## src/rtl/irp_pkg.sv

```systemverilog
package irp_pkg;

   // Which of the two host-visible locations an access targets
   typedef enum logic {
      SEL_POINTER = 1'b0,
      SEL_WINDOW  = 1'b1
   } irp_sel_e;

   // Combined decode of one host cycle
   typedef struct packed {
      logic ptr_wr;
      logic win_wr;
      logic win_acc;
   } irp_decode_t;

endpackage

```

## src/rtl/irp_pointer.sv

```systemverilog
module irp_pointer #(
   parameter int DATA_W   = 8,
   parameter int IDX_W    = 5,
   parameter int STEP_BIT = 5
) (
   input  logic              clk,
   input  logic              rst_n,
   input  logic              ptr_wr,
   input  logic [DATA_W-1:0] ptr_wdata,
   input  logic              win_acc,
   output logic [DATA_W-1:0] ptr_q,
   output logic [IDX_W-1:0]  idx
);
   localparam int                TOP_IDX = (1 << IDX_W) - 1;
   localparam logic [IDX_W-1:0]  IDX_TOP = IDX_W'(TOP_IDX);
   localparam logic [IDX_W-1:0]  IDX_ONE = IDX_W'(1);

   generate
      if (STEP_BIT < IDX_W || STEP_BIT >= DATA_W) begin : g_bad_step
         $error("irp_pointer: STEP_BIT must sit above the index field and inside the byte");
      end
   endgenerate

   logic              step_on;
   logic [DATA_W-1:0] ptr_d;

   assign idx     = ptr_q[IDX_W-1:0];
   assign step_on = ptr_q[STEP_BIT];

   always_comb begin
      ptr_d = ptr_q;
      if (ptr_wr) begin
         ptr_d = ptr_wdata;
      end else if (win_acc && step_on) begin
         if (idx == IDX_TOP) begin
            ptr_d[IDX_W-1:0] = '0;
            ptr_d[STEP_BIT]  = 1'b0;
         end else begin
            ptr_d[IDX_W-1:0] = idx + IDX_ONE;
         end
      end
   end

   always_ff @(posedge clk) begin
      if (!rst_n) ptr_q <= '0;
      else        ptr_q <= ptr_d;
   end

   // pointer load takes the written byte
   a_r2_pointer_load: assert property (@(posedge clk) disable iff (!rst_n)
      ptr_wr |=> ptr_q == $past(ptr_wdata));

   // one step per access below the top index
   a_r5_r6_single_step: assert property (@(posedge clk) disable iff (!rst_n)
      (win_acc && !ptr_wr && step_on && idx != IDX_TOP)
         |=> (idx == $past(idx) + IDX_ONE) && step_on);

   // no movement while stepping is off
   a_r3_r4_index_hold: assert property (@(posedge clk) disable iff (!rst_n)
      (win_acc && !ptr_wr && !step_on) |=> $stable(ptr_q));

   // running off the top wraps to zero and turns stepping off
   a_r7_wrap_clears: assert property (@(posedge clk) disable iff (!rst_n)
      (win_acc && !ptr_wr && step_on && idx == IDX_TOP)
         |=> (idx == '0) && !step_on);

endmodule

```

## src/rtl/irp_bank.sv

```systemverilog
module irp_bank #(
   parameter int DATA_W   = 8,
   parameter int IDX_W    = 5,
   parameter bit CLEAR_ON_RESET = 1'b1
) (
   input  logic              clk,
   input  logic              rst_n,
   input  logic              we,
   input  logic [IDX_W-1:0]  addr,
   input  logic [DATA_W-1:0] wdata,
   output logic [DATA_W-1:0] rdata
);
   localparam int DEPTH = 1 << IDX_W;

   generate
      if (IDX_W < 1 || IDX_W > 8) begin : g_bad_depth
         $error("irp_bank: IDX_W out of supported range");
      end
   endgenerate

   logic [DATA_W-1:0] mem [DEPTH];

   generate
      if (CLEAR_ON_RESET) begin : g_clear
         always_ff @(posedge clk) begin
            if (!rst_n) begin
               for (int i = 0; i < DEPTH; i++) mem[i] <= '0;
            end else if (we) begin
               mem[addr] <= wdata;
            end
         end
      end else begin : g_noclear
         always_ff @(posedge clk) begin
            if (we) mem[addr] <= wdata;
         end
      end
   endgenerate

   assign rdata = mem[addr];

   // a store lands at the location that was addressed
   a_r3_store_lands: assert property (@(posedge clk) disable iff (!rst_n)
      we |=> mem[$past(addr)] == $past(wdata));

endmodule

```

## src/rtl/irp_indirect_port.sv

```systemverilog
module irp_indirect_port #(
   parameter int DATA_W         = 8,
   parameter int IDX_W          = 5,
   parameter int STEP_BIT       = 5,
   parameter bit CLEAR_ON_RESET = 1'b1
) (
   input  logic              clk,
   input  logic              rst_n,
   input  logic              host_sel,
   input  logic              host_wr,
   input  logic              host_rd,
   input  logic [DATA_W-1:0] host_wdata,
   output logic [DATA_W-1:0] host_rdata
);
   import irp_pkg::*;

   irp_decode_t       dec;
   logic [DATA_W-1:0] ptr_q;
   logic [IDX_W-1:0]  idx;
   logic [DATA_W-1:0] bank_rdata;

   always_comb begin
      dec.ptr_wr  = (irp_sel_e'(host_sel) == SEL_POINTER) && host_wr;
      dec.win_wr  = (irp_sel_e'(host_sel) == SEL_WINDOW)  && host_wr;
      dec.win_acc = (irp_sel_e'(host_sel) == SEL_WINDOW)  && (host_wr || host_rd);
   end

   irp_pointer #(
      .DATA_W  (DATA_W),
      .IDX_W   (IDX_W),
      .STEP_BIT(STEP_BIT)
   ) u_pointer (
      .clk      (clk),
      .rst_n    (rst_n),
      .ptr_wr   (dec.ptr_wr),
      .ptr_wdata(host_wdata),
      .win_acc  (dec.win_acc),
      .ptr_q    (ptr_q),
      .idx      (idx)
   );

   irp_bank #(
      .DATA_W        (DATA_W),
      .IDX_W         (IDX_W),
      .CLEAR_ON_RESET(CLEAR_ON_RESET)
   ) u_bank (
      .clk  (clk),
      .rst_n(rst_n),
      .we   (dec.win_wr),
      .addr (idx),
      .wdata(host_wdata),
      .rdata(bank_rdata)
   );

   assign host_rdata = (irp_sel_e'(host_sel) == SEL_WINDOW) ? bank_rdata : ptr_q;

   // a combined strobe is still a single step
   a_r8_one_step_combined: assert property (@(posedge clk) disable iff (!rst_n)
      (host_sel && host_wr && host_rd && ptr_q[STEP_BIT] && idx != '1)
         |=> idx == $past(idx) + IDX_W'(1));

endmodule

```

## config.mk

```make
export PLATFORM = sky130hd
export DESIGN_NAME = irp_indirect_port
export DESIGN_NICKNAME = d
export VERILOG_FILES = /design/src/rtl/irp_pkg.sv /design/src/rtl/irp_pointer.sv /design/src/rtl/irp_bank.sv /design/src/rtl/irp_indirect_port.sv
export SDC_FILE = /design/constraint.sdc
export NUM_CORES = 1
export LEC_CHECK = 0
export ABC_AREA = 0
export BUFFER_PORTS_ARGS = -buffer_cell sky130_fd_sc_hd__buf_2
export CELL_PAD_IN_SITES_DETAIL_PLACEMENT = 0
export CELL_PAD_IN_SITES_GLOBAL_PLACEMENT = 2
export CORE_MARGIN = 2
export CORE_UTILIZATION = 30
export CTS_CLUSTER_SIZE = 16
export DETAILED_ROUTE_END_ITERATION = 8
export PLACE_DENSITY_LB_ADDON = 0.1
export RECOVER_POWER = 100
export SKIP_CTS_REPAIR_TIMING = 1
export SYNTH_ARGS = -nofsm -noshare
export SYNTH_HDL_FRONTEND = slang
export SYNTH_HIERARCHICAL = 1
export SYNTH_SLANG_ARGS = --single-unit
```

## constraint.sdc

```tcl
create_clock -name clk -period 3.05 [get_ports clk]
set_clock_uncertainty 0.1 [all_clocks]
set_input_delay 0.305 -clock clk [delete_from_list [all_inputs] [get_ports clk]]
set_output_delay 0.305 -clock clk [all_outputs]
set_load 0.02 [all_outputs]
```

==> results by group <==
Finish
  – Syn-to-layout area delta: 25.9%
  – Fin nets: 1060
  – Share of layout cells above drive strength 1: 0.300
  – Most frequent cells in the layout: edfxtp_1 (256), and2_1 (255), buf_4 (87)
  – Fin area: 0.0161 mm²
  – Final Non-Filler Cells: 1609
  – Fillers: 3974
  – Ant diodes: 0
  – Commonest non-fill, non-tap cell in the layout: edfxtp_1

Worst setup path
  – Most frequent CP cell: buf_4
  – Crit path max fanout: 10
  – Critical path required time: 2.64 ns
  – Crit. End Element: output pin
  – Crit path launch type: flop
  – Critical path's largest stage delay: 0.38 ns
  – CP max-delay cell: dfxtp_4
  – Worst endpoint data arrival time: 2.69 ns
  – Critical path class: reg2out
  – Crit-path cells: buf_4 > buf_12 > mux2i_1 > o22ai_1 > nor4_4 > buf_4 > nand2_1 > mux2_4 > buf_6

STA
  – Final setup fails: 3
  – Final worst-path cycle share: 1.01
  – Slew margin rel.: 0.430
  – Fmax: 0.323 GHz
  – Final Hold Violating Endpoints: 0
  – Min Clock Period, post-route: 3.09 ns
  – Final Max Slew Viols: 0
  – Hold_ws: 0.203 ns
  – Setup ws final: -0.0414 ns
  – RSZ-0062 raised after global routing: yes
  – Slew at the pin closest to its max-slew limit: 0.855 ns

Die
  – Core ar.: 0.0419 mm²
  – Die Area: 0.0442 mm²
  – Die X: 210 µm
  – Die height: 210 µm
  – Initial Utilization: 0.304
  – Rows: 75
  – I/O pin count: 21

Clock network
  – Clock slew at reported path FFs: 0.06 ns
  – Htree depth: 2
  – CTS buffer count: 34
  – Root buf cell: clkbuf_16
  – CTS tree: done
  – Bufs on Longest Clock Path: 3
  – Clock sinks: 264
  – Clk Latency, worst-skew pair: 0.53 ns

Detailed routing
  – WL per Instance: 24.9 µm
  – Total iterations of the first detailed-routing run: 5
  – ANT nets after route: 0
  – Vias: 7825
  – Initial DRC count: 519
  – Detail-routed via count per cell: 4.86
  – DRC Markers: 0
  – Total wire length: 40000 µm

Run
  – Maximum Capacitance Violations: 0

Global route
  – Gr ovfl total: 0
  – First-pass GRT wire length: 56200 µm
  – Initial antenna violation count: 1
  – Vias in the first global route: 7797
  – Largest net degree at the start of global routing: 42
  – Total Routing Usage GR: 0.180

Logic synthesis
  – Ys flop type: edfxtp_1
  – Synth area leaders: edfxtp_1 (60%), and2_1 (13%), mux2i_1 (10%), o22ai_1 (3.1%), dfxtp_1 (1.3%)
  – EDFF count, synth: 256
  – Synth top area share: 0.603
  – Leading area contributor after synthesis: edfxtp_1
  – Unique masters post-synth: 50
  – Cell area after synthesis: 0.0128 mm²
  – Syn avg cell area: 13.4 µm²
  – Flops & latches, synth: 264
  – Sequential-to-total area share from yosys stat: 0.615
  – Number of cells produced by synthesis: 952
  – Synth warn: 6
  – Asr flop ratio synth: 0
  – Syn nets: 967

Run status
  – Outcome: finished with violations
  – Failing checks: setup timing

Power and ir drop
  – Static Leak: 5.76 nW
  – VDD IR-drop max: 310 µV
  – PwrDens: 564 mW/mm²

Placement
  – Cell Area, Placed: 0.0138 mm²
  – Buffers on Ports: 20
  – Cells after DPL: 1512
  – RePlAce Congestion: 0.789
  – DPL Wire Length: 25200 µm

Min path
  – HP Class: in2reg
cells in the mapped netlist, types with 2 or more instances:
master / number
mux2_2: 4
buf_2: 28
nor2_4: 7
nor4_1: 16
nand2_1: 11
clkbuf_1: 32
nor2_1: 12
nand2b_1: 7
nand3_1: 2
nor2b_1: 3
o21ai_0: 30
o22ai_1: 64
o211a_1: 3
buf_1: 3
edfxtp_1: 256
nand2_2: 3
nand4bb_1: 5
ha_1: 2
and2_1: 256
mux2_4: 7
nand4b_2: 2
nand3b_4: 2
or4b_1: 5
or3_1: 2
nor2_2: 12
nor3_2: 3
dfxtp_1: 8
buf_4: 9
nand4b_1: 4
buf_6: 5
mux2i_1: 130
registers in the layout, indices dropped and copies added, names as in the netlist:
register         count
u_pointer/ptr_q      8
u_bank/mem         256
cells by family after synthesis:
group,Yosys count,synth area share
flip-flops,264,0.615
multiplexers,141,0.114
AO/OA/AOI/OAI,102,0.0487
adder cells (fa/ha/maj),2,0.00196
AND/OR/NAND/NOR,364,0.188
XOR/XNOR,1,0.000687
buffers and inverters,78,0.0313
critical path: cells and delay by family, from the launching register on:
| family | cells | cell delay (ns) |
|---|---|---|
| muxes | 2 | 0.65 |
| buffers and inverters | 4 | 0.63 |
| DFF | 1 | 0.38 |
| and+or+nand+nor | 2 | 0.33 |
| AOI/OAI and AO/OA | 1 | 0.16 |
metrics by stage:
step	power [mW]	setup TNS (ns)	setup WS [ns]	util
2_1_floorplan	4.63	0	0.639	-
3_3_place_gp	4.99	0	0.149	0.329
3_5_place_dp	4.98	0	0.136	0.329
4_1_cts	8.95	-2.84	-0.460	0.355
5_1_grt	9.37	-0.738	-0.128	0.383
6_report	9.05	-0.0831	-0.0414	0.383
where the power goes:
group | leakage [nW] | switching [mW] | total (mW) | internal, mW
Sequential | 2.72 | 0.0617 | 4.16 | 4.10
Combinational | 2.52 | 0.547 | 0.959 | 0.412
Clock | 0.527 | 1.57 | 3.93 | 2.36
layer usage:
layer | up-vias | routed length, µm | track usage
met5 | - | 0 | 0
met4 | 0 | 716 | 0.0477
met3 | 42 | 1370 | 0.0325
met2 | 132 | 19200 | 0.288
met1 | 3970 | 18800 | 0.251
li1 | 3681 | - | -
cell type report:
| class | instances | area [µm²] | area share |
|---|---|---|---|
| flip-flops and latches | 264 | 7860 | 0.489 |
| multi-input cells | 610 | 5160 | 0.322 |
| repair buffers | 134 | 1260 | 0.0787 |
| clock buffers | 42 | 945 | 0.0589 |
| well taps | 539 | 674 | 0.0420 |
| clock inverters | 19 | 143 | 0.00889 |
| inverters | 1 | 3.75 | 0.000234 |
final timing paths:
kind / slack, ns / to / cells after the start / startpoint
setup reg to reg: 0.62 / u_bank/mem[15][0] / 7 / u_pointer/ptr_q[1]
hold / removal: 0.20 / u_pointer/ptr_q[5] / 5 / host_rd
setup / recovery: -0.04 / host_rdata[0] / 9 / u_pointer/ptr_q[1]
hold reg to reg: 0.43 / u_pointer/ptr_q[7] / 2 / u_pointer/ptr_q[7]
Note: power is estimated with default switching activity, not from simulation.
